<file path="src/rtl/pwr_wake_pkg.sv">
package pwr_wake_pkg;
  typedef enum logic [1:0] {
    PM_RUN  = 2'd0,
    PM_IDLE = 2'd1,
    PM_DOWN = 2'd2
  } pm_state_e;
endpackage

</file>
<file path="src/rtl/pwr_pin_sync.sv">
module pwr_pin_sync #(
  parameter int W      = 4,
  parameter int STAGES = 2
) (
  input  logic         clk,
  input  logic         rst_n,
  input  logic [W-1:0] pin_raw,
  output logic [W-1:0] pin_cur,
  output logic [W-1:0] pin_prv
);
  logic [W-1:0] chain [STAGES];

  // Idle pin level is high; reset the chain there.
  generate
    for (genvar s = 0; s < STAGES; s++) begin : g_stage
      if (s == 0) begin : g_first
        always_ff @(posedge clk or negedge rst_n) begin
          if (!rst_n) chain[s] <= '1;
          else        chain[s] <= pin_raw;
        end
      end else begin : g_next
        always_ff @(posedge clk or negedge rst_n) begin
          if (!rst_n) chain[s] <= '1;
          else        chain[s] <= chain[s-1];
        end
      end
    end
  endgenerate

  assign pin_cur = chain[STAGES-1];

  always_ff @(posedge clk or negedge rst_n) begin
    if (!rst_n) pin_prv <= '1;
    else        pin_prv <= pin_cur;
  end
endmodule

</file>
<file path="src/rtl/pwr_wake_eval.sv">
module pwr_wake_eval #(
  parameter int N_EXT     = 4,
  parameter int N_LOWONLY = 2
) (
  input  logic             glb_irq_en,
  input  logic [N_EXT-1:0] ext_en,
  input  logic [N_EXT-1:0] ext_pend,
  input  logic [N_EXT-1:0] ext_trig_edge,
  input  logic [N_EXT-1:0] ext_trig_pol,
  input  logic [N_EXT-1:0] pin_cur,
  input  logic [N_EXT-1:0] pin_prv,
  input  logic             kbd_en,
  input  logic             kbd_pend,
  input  logic             usb_en,
  input  logic             usb_pend,
  input  logic             periph_irq,
  output logic             idle_wake,
  output logic             pd_wake
);
  logic [N_EXT-1:0] line_pd;
  logic             side_req;

  generate
    for (genvar i = 0; i < N_EXT; i++) begin : g_line
      logic hit_lvl, hit_edge, hit;
      assign hit_lvl  = ext_trig_pol[i] ? pin_cur[i] : ~pin_cur[i];
      assign hit_edge = ext_trig_pol[i] ? (pin_cur[i] & ~pin_prv[i])
                                        : (~pin_cur[i] & pin_prv[i]);
      assign hit      = ext_trig_edge[i] ? hit_edge : hit_lvl;
      if (i < N_LOWONLY) begin : g_restricted
        // Only low level or falling edge may end deep sleep here.
        assign line_pd[i] = ext_en[i] & ~ext_trig_pol[i] & hit;
      end else begin : g_full
        assign line_pd[i] = ext_en[i] & hit;
      end
    end
  endgenerate

  assign side_req  = (kbd_en & kbd_pend) | (usb_en & usb_pend);
  assign idle_wake = glb_irq_en & ((|(ext_en & ext_pend)) | side_req | periph_irq);
  assign pd_wake   = glb_irq_en & ((|line_pd) | side_req);
endmodule

</file>
<file path="src/rtl/pwr_holdoff.sv">
module pwr_holdoff #(
  parameter int HOLD_CYC = 500
) (
  input  logic clk,
  input  logic rst_n,
  input  logic reload,
  output logic busy
);
  localparam int CW = $clog2(HOLD_CYC + 1);
  localparam logic [CW-1:0] LOAD = CW'(HOLD_CYC);

  logic [CW-1:0] cnt;

  always_ff @(posedge clk or negedge rst_n) begin
    if (!rst_n)          cnt <= LOAD;
    else if (reload)     cnt <= LOAD;
    else if (cnt != '0)  cnt <= cnt - 1'b1;
  end

  assign busy = (cnt != '0);

  generate
    if (HOLD_CYC > 0) begin : g_chk
      p_reload_busy_r11: assert property (@(posedge clk) disable iff (!rst_n)
        reload |=> busy)
        else $error("hold-off not busy after reload");
    end
  endgenerate
endmodule

</file>
<file path="src/rtl/pwr_wake_ctrl.sv">
module pwr_wake_ctrl
  import pwr_wake_pkg::*;
#(
  parameter int N_EXT       = 4,
  parameter int N_LOWONLY   = 2,
  parameter int HOLD_CYC    = 500,
  parameter int SYNC_STAGES = 2
) (
  input  logic             clk,
  input  logic             rst_n,
  input  logic             ctl_wr,
  input  logic             ctl_idle_set,
  input  logic             ctl_pd_set,
  input  logic             glb_irq_en,
  input  logic [N_EXT-1:0] ext_en,
  input  logic [N_EXT-1:0] ext_pend,
  input  logic [N_EXT-1:0] ext_trig_edge,
  input  logic [N_EXT-1:0] ext_trig_pol,
  input  logic [N_EXT-1:0] ext_pin,
  input  logic             kbd_en,
  input  logic             kbd_pend,
  input  logic             usb_en,
  input  logic             usb_pend,
  input  logic             periph_irq,
  output logic             cpu_clk_en,
  output logic             osc_en,
  output logic             flash_pd,
  output logic             idle_mode,
  output logic             pd_mode,
  output logic             wake_pulse
);
  pm_state_e        st, st_nxt;
  logic [N_EXT-1:0] pin_cur, pin_prv;
  logic             idle_wake, pd_wake, hold_busy, pd_exit, wake_nxt;

  pwr_pin_sync #(.W(N_EXT), .STAGES(SYNC_STAGES)) u_sync (
    .clk(clk), .rst_n(rst_n), .pin_raw(ext_pin),
    .pin_cur(pin_cur), .pin_prv(pin_prv)
  );

  pwr_wake_eval #(.N_EXT(N_EXT), .N_LOWONLY(N_LOWONLY)) u_eval (
    .glb_irq_en(glb_irq_en), .ext_en(ext_en), .ext_pend(ext_pend),
    .ext_trig_edge(ext_trig_edge), .ext_trig_pol(ext_trig_pol),
    .pin_cur(pin_cur), .pin_prv(pin_prv),
    .kbd_en(kbd_en), .kbd_pend(kbd_pend), .usb_en(usb_en), .usb_pend(usb_pend),
    .periph_irq(periph_irq), .idle_wake(idle_wake), .pd_wake(pd_wake)
  );

  assign pd_exit = (st == PM_DOWN) && pd_wake;

  pwr_holdoff #(.HOLD_CYC(HOLD_CYC)) u_hold (
    .clk(clk), .rst_n(rst_n), .reload(pd_exit), .busy(hold_busy)
  );

  always_comb begin
    st_nxt   = st;
    wake_nxt = 1'b0;
    unique case (st)
      PM_RUN: begin
        if (ctl_wr) begin
          if (ctl_pd_set && !hold_busy) st_nxt = PM_DOWN;
          else if (ctl_idle_set)        st_nxt = PM_IDLE;
        end
      end
      PM_IDLE: begin
        if (idle_wake) begin
          st_nxt   = PM_RUN;
          wake_nxt = 1'b1;
        end
      end
      PM_DOWN: begin
        if (pd_wake) begin
          st_nxt   = PM_RUN;
          wake_nxt = 1'b1;
        end
      end
      default: st_nxt = PM_RUN;
    endcase
  end

  always_ff @(posedge clk or negedge rst_n) begin
    if (!rst_n) begin
      st         <= PM_RUN;
      wake_pulse <= 1'b0;
    end else begin
      st         <= st_nxt;
      wake_pulse <= wake_nxt;
    end
  end

  assign cpu_clk_en = (st == PM_RUN);
  assign osc_en     = (st != PM_DOWN);
  assign flash_pd   = (st == PM_DOWN);
  assign idle_mode  = (st == PM_IDLE);
  assign pd_mode    = (st == PM_DOWN);

  p_one_mode_r2: assert property (@(posedge clk) disable iff (!rst_n)
    $onehot0({idle_mode, pd_mode}))
    else $error("two modes at once");

  p_holdoff_block_r5: assert property (@(posedge clk) disable iff (!rst_n)
    (cpu_clk_en && ctl_wr && ctl_pd_set && hold_busy) |=> !pd_mode)
    else $error("power-down entered during hold-off");

  p_wake_pulse_r4: assert property (@(posedge clk) disable iff (!rst_n)
    wake_pulse |-> (cpu_clk_en && $past(!cpu_clk_en)))
    else $error("wake pulse not on first running cycle");

  p_pd_hold_r7: assert property (@(posedge clk) disable iff (!rst_n)
    (pd_mode && !pd_wake) |=> pd_mode)
    else $error("left power-down without a qualified source");

  p_exit_reload_r11: assert property (@(posedge clk) disable iff (!rst_n)
    $fell(pd_mode) |-> hold_busy)
    else $error("hold-off not reloaded on exit");

  p_pd_osc_r6: assert property (@(posedge clk) disable iff (!rst_n)
    $rose(pd_mode) |-> $past(ctl_wr && ctl_pd_set))
    else $error("power-down without a request");
endmodule

</file>
<file path="config.mk">
export PLATFORM = sky130hd
export DESIGN_NAME = pwr_wake_ctrl
export DESIGN_NICKNAME = d
export VERILOG_FILES = /design/src/rtl/pwr_wake_pkg.sv /design/src/rtl/pwr_pin_sync.sv /design/src/rtl/pwr_wake_eval.sv /design/src/rtl/pwr_holdoff.sv /design/src/rtl/pwr_wake_ctrl.sv
export SDC_FILE = /design/constraint.sdc
export NUM_CORES = 1
export LEC_CHECK = 0
export BUFFER_PORTS_ARGS = -buffer_cell sky130_fd_sc_hd__clkbuf_2
export CORE_AREA = 5 5 71 53
export DETAILED_ROUTE_END_ITERATION = 10
export DIE_AREA = 0 0 76 58
export GPL_ROUTABILITY_DRIVEN = 0
export PLACE_DENSITY_LB_ADDON = 0.12
export SETUP_SLACK_MARGIN = 0.15
export SLEW_MARGIN = 15
export SYNTH_ARGS = -nofsm -noshare
export SYNTH_HDL_FRONTEND = slang
export SYNTH_SLANG_ARGS = --single-unit
</file>
<file path="constraint.sdc">
create_clock -name clk -period 1.5 [get_ports clk]
set_input_delay 0.3 -clock clk [delete_from_list [all_inputs] [get_ports clk]]
set_output_delay 0.3 -clock clk [all_outputs]
set_load 0.05 [all_outputs]
</file>
* Yosys cells after proc, flatten, opt, wreduce, memory -nomap -nowiden
Cells that the tools add are included.
** Storage, ports and cells
- Latch bits :: 0
- Bits in read-only memories :: 0
- RAM bits :: 0
- Register bits :: 24
- Output and inout port bits :: 6
- Memories kept :: 0
** Cells by class
- Bitwise gates (word level) :: 33
- $mul :: 0
- Reductions and logical operators :: 9
- Divide/modulo/power cells :: 0
- Equal/unequal tests :: 7
- Order comparisons :: 0
- Mux-type cells :: 23
- Shift operators :: 0
- $add $sub $neg :: 1
** Operators with widths (number)
- 1-bit bitwise AND :: 18
- 9-bit two-way mux :: 2
- 1-bit two-way mux :: 14
- 2-bit two-way mux :: 5
- 1-bit inverter :: 10
- 9-bit nonzero test :: 1
- 9-bit by 1-bit subtractor with 9-bit output (second input constant) :: 1
- 4-bit OR reduction :: 2
- 2-bit case mux with 3 select lines :: 1
- 4-bit bitwise AND :: 1
- 2-bit by 1-bit != test with 1-bit output (second input constant) :: 2
- 2-bit != test (second input constant) :: 2
- 1-bit OR :: 4
- 4-bit AND reduction :: 1
- 3-bit by 2-bit != test with 1-bit output (second input constant) :: 1
- 2-bit by 1-bit equality test with 1-bit output (second input constant) :: 1
- 2-bit equality test (second input constant) :: 1
- 1-bit logical AND :: 2
- 2-bit logical NOT :: 1
- 1-bit case mux with 2 select lines :: 1
- 2-bit nonzero test :: 1
- 1-bit logical NOT :: 1

* Depth between registers and ports, before layout
Gate-level depths: netlist (run 1).
- Depth in word-level cells :: 10
- Depth in mapped cells :: 7

* Cells and area by module
Synthesis (run 1) repeated with hierarchy kept, for this count alone.
** Unflattened totals
- Cell total of the unflattened synthesis :: 112
- Area, all modules :: 1214.9 µm²
** Modules (own cells, without submodules)
- pwr_holdoff :: area an instance 505.5 µm², instances 1, seq. area each 232.7 µm², cells each 51
- pwr_pin_sync :: area an instance 345.3 µm², instances 1, seq. area each 315.3 µm², cells each 16
- pwr_wake_ctrl :: area an instance 230.2 µm², instances 1, seq. area each 75.1 µm², cells each 25
- pwr_wake_eval :: area an instance 133.9 µm², instances 1, seq. area each 0.0 µm², cells each 20

* Worst setup path before layout (run 1)
Ideal clock, no wire load.
- Kind :: flip-flop to output port
- From :: reg st[0]
- To :: out osc_en
- Arrival time :: 1.429 ns
- Required time :: 1.200 ns
- Path buffers :: 0
- Cell stages (with the launch flop) :: 4
- Setup slack :: -0.229 ns
- Cells stage by stage :: dfrtp_1 > inv_1 > ha_1 > inv_1
** Between the ends
- Word-level cells in the longest chain between the ends :: 1
** Ends and longest elaborated chain
- start: declaration :: line pwr_wake_ctrl.sv:32 : pm_state_e st, st_nxt;
- start signal: assignment :: line pwr_wake_ctrl.sv:86 : st <= st_nxt;
- 2-bit != test :: line pwr_wake_ctrl.sv:92 : assign osc_en = (st != PM_DOWN);
- end: declaration :: line pwr_wake_ctrl.sv:26 : output logic osc_en,
No other way between the ends.

* Worst setup path after layout (run 1)
- From :: reg u_hold.cnt[4]
- To :: reg u_hold.cnt[7]
** Between the ends
- Word-level cells in the longest chain between the ends :: 3
** Ends and longest elaborated chain
- start: declaration :: line pwr_holdoff.sv:12 : logic [CW-1:0] cnt;
- start signal: assignment :: line pwr_holdoff.sv:17 : else if (cnt != '0) cnt <= cnt - 1'b1;
- 9-bit by 1-bit subtractor with 9-bit output :: line pwr_holdoff.sv:17
- 9-bit two-way mux :: line pwr_holdoff.sv:17
- 9-bit two-way mux :: line pwr_holdoff.sv:16 : else if (reload) cnt <= LOAD;
Several ways; a longest one is shown, not always the timed one. The select of a mux whose other input is x is not followed.
A chain may end at the register's enable or synchronous reset.

==> summary by stage, run 1 <==
Drt
The detail route stage leaves a number of antenna-violating nets equal to 0. The number of detailed-routing iterations run before antenna repair is 4. The wire length per cell after detailed routing is 13.12 µm. Detailed routing inserted a total of 945 vias. The detailed router finished its first iteration with 22 violations. The mean number of vias per cell is 4.846. The DRC violation count after routing is 0. The routed design has 2559 µm of wire.

Finish
Relative to the synthesized area, the layout overhead comes to 53.16%. In the final design database the tool counted 193 nets. The number of antenna diodes is 0. The finished cells cover 0.001759 mm². In the final layout, the share of cells above drive strength 1 is 63.69%. The count of placed standard cells in the final layout, fillers left out is 195.

STA
The clock arrives with 4.418 ps of skew. The fraction of the cycle the final worst path needs is 105.2%. Setup violations remaining at the end of the flow were counted as 10. In this run the tightest slew margin relative to its limit is 61.60%.

The transition time at the pin with the least slew margin is 575.9 ps. The post-route worst setup slack is -77.52 ps. The number of failing hold endpoints at the final stage is 0. The final critical path time including I/O delays and setup is 1578 ps. Setup repair after global routing could not meet its margin everywhere. The maximum clock frequency is 0.6339 GHz.

The count of pins over their slew limit was 0.

Placed design
The placed standard-cell area is 0.001490 mm². Detailed placement ended at an HPWL of 1911 µm. The count of buffers from port buffering is 36. The number of cells in the design after placement is 182.

Critical path
For this run, the slowest stage of the critical path takes 520 ps. The critical path contains buffers and inverters numbering 0 combined. STA classifies the critical path startpoint as a flop. The critical path is of the reg2reg type. The cell at the slowest stage of the critical path is or4_4.

The required time of the worst setup path is 1690 ps. The top cell family by delay on the critical path is simple AND/OR/NAND/NOR gates. The signal on the critical path passes through or3_4 > or4_4 > xor2_1 > nand2_1. STA classifies the critical path endpoint as a flop. Data on the critical path arrives at its endpoint at 1770 ps. The top fanout value on the critical path is 4.

Synthesis
The number of synthesized register bits is 24. The mapped cell area is 0.001149 mm². The cell type with the highest aggregate area in the netlist is dfstp_2. The average cell area after synthesis is 11.49 µm².

The top cell type's share of synthesized area is 41.18%. Yosys mapped the design onto 37 distinct sky130hd cell types. The total nets after synthesis is 135.

Counting flops with a built-in enable in the synthesized netlist gives 0. For this run, asynchronously set or reset flops after synthesis account for 100.0%. The most common cell in the netlist is dfstp_2. The commonest cells after synthesis are 18 x dfstp_2, 8 x nor2_1, 7 x nand2_1. The post-synthesis instance total is 100. For this run, the number of Yosys warnings is 0. The sequential cell area fraction in the yosys report is 54.25%.

Ranked by total cell area, the synthesized netlist is headed by dfstp_2 41%, dfrtp_1 13%, ha_1 4.4%, nand2b_1 3.3%, a22o_1 3.1%. The most used flip-flop cell after synthesis is dfstp_2.

Hold path
In this run the worst hold path is classified as in2async.

Clock tree
The CTS buffer count is 3. After clock tree synthesis, the clock-pin slew on the worst setup and hold paths is 80 ps. The clock drives 24 sinks. The maximum count of clock buffers along a single path is 2. The TritonCTS clock tree is yes. The buffer type at the clock tree root is clkbuf_8. For the worst-skew pair, the clock arrives at the later sink with an insertion delay of 260 ps. In this run the number of H-tree levels came out at 1.

The number of buffers added to fix hold violations after cts is 0.

Floorplan
The cell row count is 17. The area enclosed by the die boundary is 0.004408 mm². The area of the core is 0.003042 mm². The die height is 58 µm. The initial utilization of the core area, before any placement, comes to 37.76%. The die span in x is 76 µm. The top-level port count is 37.

Pwr
VDD sags by at most 0.0007607 V. The leakage dissipation is 0.7787 nW. The power density over cell area is 1320 mW/mm².

Flow run
Across the run, the number of max-cap violations was 0.

Global route
The pin count of the biggest net entering global routing is 25. The number of antenna violations at the first check in global routing is 0. Global routing used 12.57% of the available tracks. The via count of the first global-routing pass is 958. The total overflow left after global routing is 0. The first global-routing pass estimated 4381 µm of wire.

Run status
The checks that failed: setup timing. The flow ran to the end, but the final reports show violations.
power by group:
| group | internal, mW | switching (mW) | total [mW] | leakage (nW) |
|---|---|---|---|---|
| logic | 0.524 | 0.466 | 0.990 | 0.489 |
| registers | 0.834 | 0.0741 | 0.908 | 0.261 |
| clock network | 0.234 | 0.191 | 0.425 | 0.0288 |
state kept, by name, summed over array words and instances (netlist names):
signal / flops
u_hold.cnt: 9
wake_pulse: 1
st: 2
u_sync.pin_prv: 4
u_sync.chain: 4
u_sync.pin_cur: 4
per-layer routing:
metal / GRT usage (%) / share of wire [%]
met1: 16.75 / 48
met2: 19.76 / 45
met3: 4.814 / 7.1
met4: 2.284 / 0.74
met5: 0 / 0
stage by stage:
step / hold WS [ps] / setup WS, ps / util [%] / setup TNS [ps] / power (mW)
global route: 68.95 / -126.6 / 57.84 / -1048 / 2.481
CTS: 45.51 / -93.36 / 56.64 / -538.5 / 2.321
finish: 21.47 / -77.52 / 57.84 / -352.5 / 2.323
detailed placement: 337.7 / -156.8 / 48.99 / -1153 / 1.670
global placement: 330.0 / -135.2 / 48.99 / -969.4 / 1.654
floorplan: 4.409 / -72.73 / - / -93.71 / 1.453
kinds of logic (layout without fill, tap and decap cells):
family,Yosys count,in the layout,synth area share [%]
AND/OR/NAND/NOR,36,36,18.19
AO/OA/AOI/OAI,25,26,17.54
flip-flops,24,24,54.25
buffers and inverters,7,63,2.614
adder cells (fa/ha/maj),4,4,4.357
XOR/XNOR,4,4,3.051
placed cells by master (no fill, tap or decap), types with 3 or more instances in the layout:
| master | count |
|---|---|
| a22o_1 | 3 |
| buf_4 | 16 |
| clkbuf_16 | 4 |
| clkbuf_2 | 31 |
| clkbuf_8 | 4 |
| dfrtp_1 | 6 |
| dfstp_2 | 18 |
| ha_4 | 4 |
| inv_1 | 3 |
| inv_2 | 3 |
| nand2_1 | 6 |
| nand2b_1 | 5 |
| nor2_1 | 6 |
| xnor2_1 | 3 |
final cells by class:
class / count / area (µm²)
clock buffers: 4 / 55.05
fillers: 263 / 1282
inverters: 6 / 22.52
multi-input cells: 70 / 609.3
flip-flops and latches: 24 / 623.1
well taps: 38 / 47.55
repair buffers: 53 / 401.6
timing repair:
item / 4_1_cts / 5_1_grt
endpoints found under the setup margin: 17 / 17
gates resized for setup: 22 / 9
pin swaps: 7 / 10
gates cloned: 1 / 0
setup buffers: 7 / 1
path summary, 6_finish.rpt:
check	start	endpoint	slack, ps	cells after the start
max	u_hold.cnt[4]	u_hold.cnt[7]	-80	4
min	rst_n	wake_pulse	20	1
max reg2reg	u_hold.cnt[4]	u_hold.cnt[7]	-80	4
min reg2reg	u_sync.chain[7]	u_sync.pin_cur[3]	360	0
max in group asynchronous	rst_n	u_hold.cnt[4]	1100	1
min in group clk	ext_pin[2]	u_sync.chain[6]	110	1
Note: power is estimated with default switching activity, not from simulation.
==> run 2, diff against run 1 <==
--- a/config.mk
+++ b/config.mk
@@ -12,7 +12,6 @@
 export GPL_ROUTABILITY_DRIVEN = 0
 export PLACE_DENSITY_LB_ADDON = 0.12
 export SETUP_SLACK_MARGIN = 0.15
-export SLEW_MARGIN = 15
 export SYNTH_ARGS = -nofsm -noshare
 export SYNTH_HDL_FRONTEND = slang
 export SYNTH_SLANG_ARGS = --single-unit
==> constraint.sdc (replaced) <==
create_clock -name clk -period 1.9 [get_ports clk]
set_input_delay 0.38 -clock clk [delete_from_list [all_inputs] [get_ports clk]]
set_output_delay 0.38 -clock clk [all_outputs]
set_load 0.05 [all_outputs]
==> run 2 against run 1 <==
  * The run now ends clean
  * Final cell count shrank 7.2%
  * Sequential cell count is the same
  * First-iteration DRC count grew to 3.0 times the previous value
  * Register-to-register slack gained 280 ps
  * Design area shrank 16%
  * Clock skew grew 0.54 ps
  * Setup slack gained 280 ps
  * Clock power grew 2%
  * Clock-buffer cell count shrank 1
  * Critical endpoint unchanged
  * Highest routed layer unchanged
==> summary by stage, run 2 (synthesized netlist as in run 1, its figures left out) <==
Finish
Counting flops per register, the top entry is u_hold.cnt. The fraction of the core area covered by cells at the end of the flow is 48.66%. The net count reported at finish is 179. The layout has 293 filler cells. Leaving out fill and tap cells, the most frequent cell in the layout is clkbuf_2. The area added between synthesis and finish is 28.87%. The post-route netlist has 49.65% of its cells at a drive strength greater than 1. Once layout is complete, the cells apart from fillers number 181. The number of antenna diodes is 0.

In the layout the commonest cells are 33 x clkbuf_2, 18 x dfstp_2, 8 x nor2_1. The post-route standard cell area excluding fillers is 0.001480 mm². The number of flip-flops under the largest register name is 9.

Global route
Entering global routing, the biggest net connects 25 pins. The global-route wire length before repair is 3712 µm. The total routing usage reported by global routing is 10.22%. The via count of the first global-routing pass came to 807. The number of antenna violations at the first check in global routing is 0.

The total global routing overflow is 0.

STA
The maximum clock frequency is 0.5874 GHz. The count of pins over their slew limit is 0. The total negative slack for setup checks is 0 ps. The final critical path time including I/O delays and setup is 1702 ps. At the pin with the least slew margin, the transition time is 580.0 ps. Setup repair after global routing could not meet its margin everywhere. Setup violations remaining at the end of the flow were counted as 0.

The number of failing hold endpoints at the final stage was 0. Headroom to the max-slew limit came out at 61.33%. The final critical path takes up 89.59% of the cycle. The worst setup skew after layout is 4.961 ps.

Clock tree
The number of buffers added to fix hold violations after cts is 0. The clock sink count is 24. TritonCTS built the clock tree. The clock-pin transition on the worst setup and hold timing paths is 80 ps. The buffer type at the clock tree root is clkbuf_8. The CTS buffer count is 3. The clock latency at the later pin of the worst-skew pair is 260 ps. The maximum count of clock buffers along a single path is 2.

CTS built an H-tree with a depth of 1.

Pwr
Power spread over the standard cell area amounts to 1106 mW/mm². The switching power summed over all nets is 501.4 µW. The fraction of power consumed by sequential logic is 44.9%. Of the total power, the share spent switching nets is 30.63%. In this run the static leakage power is 0.6783 nW.

The highest ir drop seen on vdd is 0.0005727 V. The internal power of the cells is 1.136 mW. The clock share of power is 26.6%. Combinational logic is responsible for 28.5% of the overall power.

Drt
The DRC violation count after routing is 0. The wire length after detailed routing is 2295 µm. The first routing iteration left 66 violations.

The residual antenna-violating net count after detailed routing is 0. The pre-antenna-repair detailed-routing pass consisted of 6 iterations. The total vias in the final route is 895.

In the routed layout, each cell is associated on average with a via count of 4.945. In the final routed layout, each cell accounts on average for 12.68 µm.

Placed design
The placed standard-cell area is 0.001371 mm². The count of buffers from port buffering is 36. After detailed placement, the design holds a cell count of 173.

The HPWL after detailed placement is 1814 µm.

Floorplan
The die is 58 µm tall. The top-level port count is 37. The initialized floorplan defines 17 standard-cell rows. The core region is 0.003042 mm². The die span in x is 76 µm.

The area enclosed by the die boundary is 0.004408 mm². The effective utilization at floorplan is 37.76%.

Hold path
The type of the worst min-delay path is in2async.

Critical path
Data on the critical path arrives at its endpoint at 1900 ps. Data on the critical path is required at its endpoint by 2090 ps. The type of element launching the critical path is a flop. For flop-to-flop paths, the worst setup slack is 200 ps. The worst reg2reg path startpoint is u_sync.pin_prv[2]. In this run the worst setup path begins at u_sync.pin_prv[2]. The worst setup path is captured at a flop. The type of the setup path with the least slack is reg2reg. Counting cells, the worst reg-to-reg path comes to 6. In this run the worst path has a maximum fanout of 10.

The endpoint identified for the worst register-to-register timing path is u_hold.cnt[7].

Flow run
The number of maximum-capacitance constraint violations is 0.

Run status
The run finished with clean final reports.
## run 2: layout make-up
| cell class | count | area, µm² | area share [%] |
|---|---|---|---|
| Tap cell | 38 | 47.55 | 3.212 |
| Multi-Input combinational cell | 69 | 505.5 | 34.15 |
| Sequential cell | 24 | 623.1 | 42.10 |
| Inverter | 6 | 22.52 | 1.522 |
| Clock buffer | 3 | 41.29 | 2.790 |
| Timing Repair Buffer | 40 | 210.2 | 14.20 |
| Clock inverter | 1 | 30.03 | 2.029 |
## run 2: power by group through the flow
| stage | registers [mW] | clock network [mW] | logic, mW |
|---|---|---|---|
| finish | 0.735 | 0.435 | 0.467 |
| global route | 0.752 | 0.470 | 0.515 |
| CTS | 0.733 | 0.452 | 0.464 |
| detailed placement | 0.742 | 0 | 0.461 |
| global placement | 0.737 | 0 | 0.455 |
| floorplan | 0.741 | 0 | 0.340 |
## run 2: stage by stage
| stage | hold WS [ps] | setup WS [ps] | power [mW] |
|---|---|---|---|
| global placement | 346.3 | 177.8 | 1.192 |
| CTS | 119.0 | 160.7 | 1.650 |
| global route | 148.8 | 136.9 | 1.737 |
| finish | 104.7 | 197.7 | 1.637 |
| detailed placement | 347.3 | 176.4 | 1.202 |
| floorplan | 84.41 | 232.3 | 1.081 |
## run 2: worst max-delay path, cell delays in order, from the launching register on
cell and delay [ps]:
dfstp_2 530, a21boi_1 50, a22o_1 220, a22o_1 300
o211ai_4 310, buf_4 170, nand2_1 40
## run 2: per-layer routing
metal | global-route usage, % | share of wire [%]
met5 | 0 | 0
met4 | 1.523 | 0.48
met3 | 3.727 | 5.8
met2 | 15.24 | 45
met1 | 14.49 | 48
## run 2: how the worst max path moves through the flow
stage	endpoint	slack [ps]	cells past startpoint
finish	u_hold.cnt[7]	200	6
floorplan	st[0]	230	7
global route	u_hold.cnt[3]	140	5
global placement	u_hold.cnt[7]	180	7
CTS	u_hold.cnt[7]	160	7
detailed placement	wake_pulse	180	5
## run 2: timing repair
item                                    4_1_cts  5_1_grt
setup buffers                                 0        4
endpoints found under the setup margin        0       12
resized for setup                             0        4
==> run 3, diff against run 2 <==
--- a/config.mk
+++ b/config.mk
@@ -6,9 +6,10 @@
 export NUM_CORES = 1
 export LEC_CHECK = 0
 export BUFFER_PORTS_ARGS = -buffer_cell sky130_fd_sc_hd__clkbuf_2
-export CORE_AREA = 5 5 71 53
+export CORE_AREA = 5 5 61 46
+export CTS_BUF_LIST = sky130_fd_sc_hd__clkbuf_4
 export DETAILED_ROUTE_END_ITERATION = 10
-export DIE_AREA = 0 0 76 58
+export DIE_AREA = 0 0 66 51
 export GPL_ROUTABILITY_DRIVEN = 0
 export PLACE_DENSITY_LB_ADDON = 0.12
 export SETUP_SLACK_MARGIN = 0.15
==> run 3 against run 2 <==
  * Clock-buffer cell count did not move
  * Combinational power rose by 7.1%
  * Total power fell by 11%
  * Die area fell by 24%
  * Via count fell by 2.0%
  * Design area fell by 2.5%
  * Sequential cell count did not move
  * Clock power fell by 48%
  * Critical path type unchanged
==> summary by stage, run 3 (synthesized netlist as in run 1, its figures left out) <==
Finish
The register with the most flip-flops in the layout has 9 of them. The area added between synthesis and finish is 25.71%. The finished cells cover 0.001444 mm². The net count of the finished layout is 177. Cells with a size suffix above 1 make up 48.94% of the layout. The register with the most flip-flops is u_hold.cnt.

The library cell used most frequently in the layout, excluding fill and tap cells, is clkbuf_2. The number of antenna diodes in the final layout is 0. In the layout the commonest cells are 31 x clkbuf_2, 18 x dfstp_2, 8 x nor2_1.

Clock tree
The maximum count of clock buffers along a single path is 2. TritonCTS built the clock tree. After clock tree synthesis, the clock-pin slew on the worst setup and hold paths is 130 ps. CTS placed an instance of clkbuf_4 at the clock tree root. For this design, the sink count on the clock tree is 24. The CTS buffer count is 3. The clock latency at the later pin of the worst-skew pair is 320 ps. In this run the number of H-tree levels came out at 1.

STA
Counting I/O delays and the setup requirement, the final critical path takes 1690 ps. Based on the critical path, the design can be clocked at up to 0.5918 GHz. Measured against its own limit, the worst slew margin works out to 60.99%.

The number of failing hold endpoints at the final stage is 0. The transition time at the pin with the least slew margin is 585.2 ps. The total negative slack for setup checks is 0 ps. The count of pins over their slew limit is 0. Setup repair after global routing could not meet its margin everywhere. Of the available clock period, the critical path in the final layout requires 88.93%. Setup violations remaining at the end of the flow were counted as 0. The worst setup skew after layout is 11.68 ps.

Hold path
The type of the worst min-delay path is in2async.

Global route
The number of antenna violations at the first check in global routing is 0. The first global-routing pass estimated 3815 µm of wire. Global routing finished with a remaining overflow of 0. The via count of the first global-routing pass is 850. The pin count of the biggest net entering global routing is 25.

Global routing used 14.81% of the available tracks across all layers.

Pwr
Of the total power, the share spent switching nets is 34.93%. The highest ir drop seen on vdd is 0.0005182 V. The clock share of power is 15.5%. Summed over all cells, the static leakage comes to 0.6519 nW. The internal power of the cells is 952.2 µW. In this run the power density over the cells is 1014 mW/mm². For this design the total switching power over the nets is 511.2 µW. Registers are responsible for 50.4% of the overall power.

The combinational share of power is 34.1%.

Floorplan
The die height is 51 µm. For this design the top-level I/O count stands at 37. Once the floorplan was initialized, standard cells occupied 54.19% of the core. From left edge to right edge, the die measures 66 µm. The total area inside the core boundary comes to 0.002120 mm². The floorplan step defined a die boundary enclosing 0.003366 mm². The floorplan has 14 rows.

Placed design
Input and output buffers added on the ports amount to 36. The placed standard-cell area is 0.001364 mm². The HPWL after detailed placement is 1835 µm.

Drt
After detailed routing, the number of remaining DRC violations is 0. The residual antenna-violating net count after detailed routing is 0. Summed over all layers, the routed wires come to 2409 µm. The total vias in the final route is 877. After detailed routing, the number of vias per cell comes to 5.069.

Dividing the detail-routed wire length by the instance count gives 13.92 µm. The DRC marker count from the first detailed-route iteration is 35. Before antenna repair, the detailed router went through 4 iterations.

Critical path
The endpoint arrival time on the critical path is 1930 ps. The required time of the worst setup path is 2140 ps. The setup path with the least slack is of type reg2reg. The worst setup path is captured at a flop. The worst reg2reg path startpoint is u_hold.cnt[3].

The top fanout value on the critical path is 5. The critical path starts at u_hold.cnt[3]. STA classifies the critical path startpoint as a flop.

Run status
The flow ran to the end, and the final reports show no timing, DRC or antenna violations.

Flow run
The number of maximum-capacitance constraint violations is 0.
## run 3: cell types whose count changed in the layout (fill, tap and decap cells not counted), moves of 2 or more
| cell | delta |
|---|---|
| buf_2 | -3 |
| buf_4 | -2 |
| clkbuf_2 | -2 |
| clkbuf_4 | +6 |
| clkbuf_8 | -3 |
## run 3: through the flow
stage	setup WS [ps]	hold slack, ps	power, mW	utilization, %	cells
2_1_floorplan	232.3	84.41	1.081	-	100
3_3_place_gp	179.6	346.1	1.186	64.34	167
3_5_place_dp	179.6	347.3	1.202	64.34	167
4_1_cts	119.5	43.90	1.434	66.06	171
5_1_grt	133.3	55.25	1.566	68.12	173
6_report	210.3	39.62	1.463	68.12	173
## run 3: area by class of cell
class	count	area (µm²)
fill	158	675.6
sequential	24	623.1
multi-input combinational	70	528.0
timing repair buffer	37	203.9
tap	32	40.04
clock buffer	3	22.52
inverter	6	22.52
clock inverter	1	3.754
## run 3: worst max-delay path: stages, from the launching register on
cell	delay [ps]
dfrtp_1	440
or3_4	420
or4_4	530
xor2_1	150
nand2_1	70
## run 3: path summary, 6_finish.rpt
path | to | slack [ps] | depth (start not counted)
min in group clk | u_sync.chain[6] | 140 | 1
worst min register to register | u_sync.pin_cur[1] | 360 | 0
max in group asynchronous | u_hold.cnt[7] | 1470 | 1
worst max-delay path | u_hold.cnt[7] | 210 | 4
worst min-delay path | st[0] | 40 | 1
worst max register to register | u_hold.cnt[7] | 210 | 4
## run 3: power by group through the flow
stage	registers [mW]	logic [mW]	clock network [mW]
finish	0.738	0.500	0.226
global route	0.759	0.550	0.257
CTS	0.733	0.468	0.233
detailed placement	0.742	0.461	0
global placement	0.736	0.450	0
floorplan	0.741	0.340	0
## run 3: per-layer routing
metal	global-route usage (%)	vias to the layer above	wire length (µm)
li1	-	440	-
met1	21.30	402	1200
met2	21.46	31	1016
met3	4.386	4	159
met4	4.730	0	33
met5	0	-	0
## run 3: what timing repair did
action                                  CTS  global route
resized for setup                         4             8
buffers inserted                          0             1
endpoints found under the setup margin    4            14
hold buffers                              0             0
pin swaps                                 0             2
gates cloned                              0             1
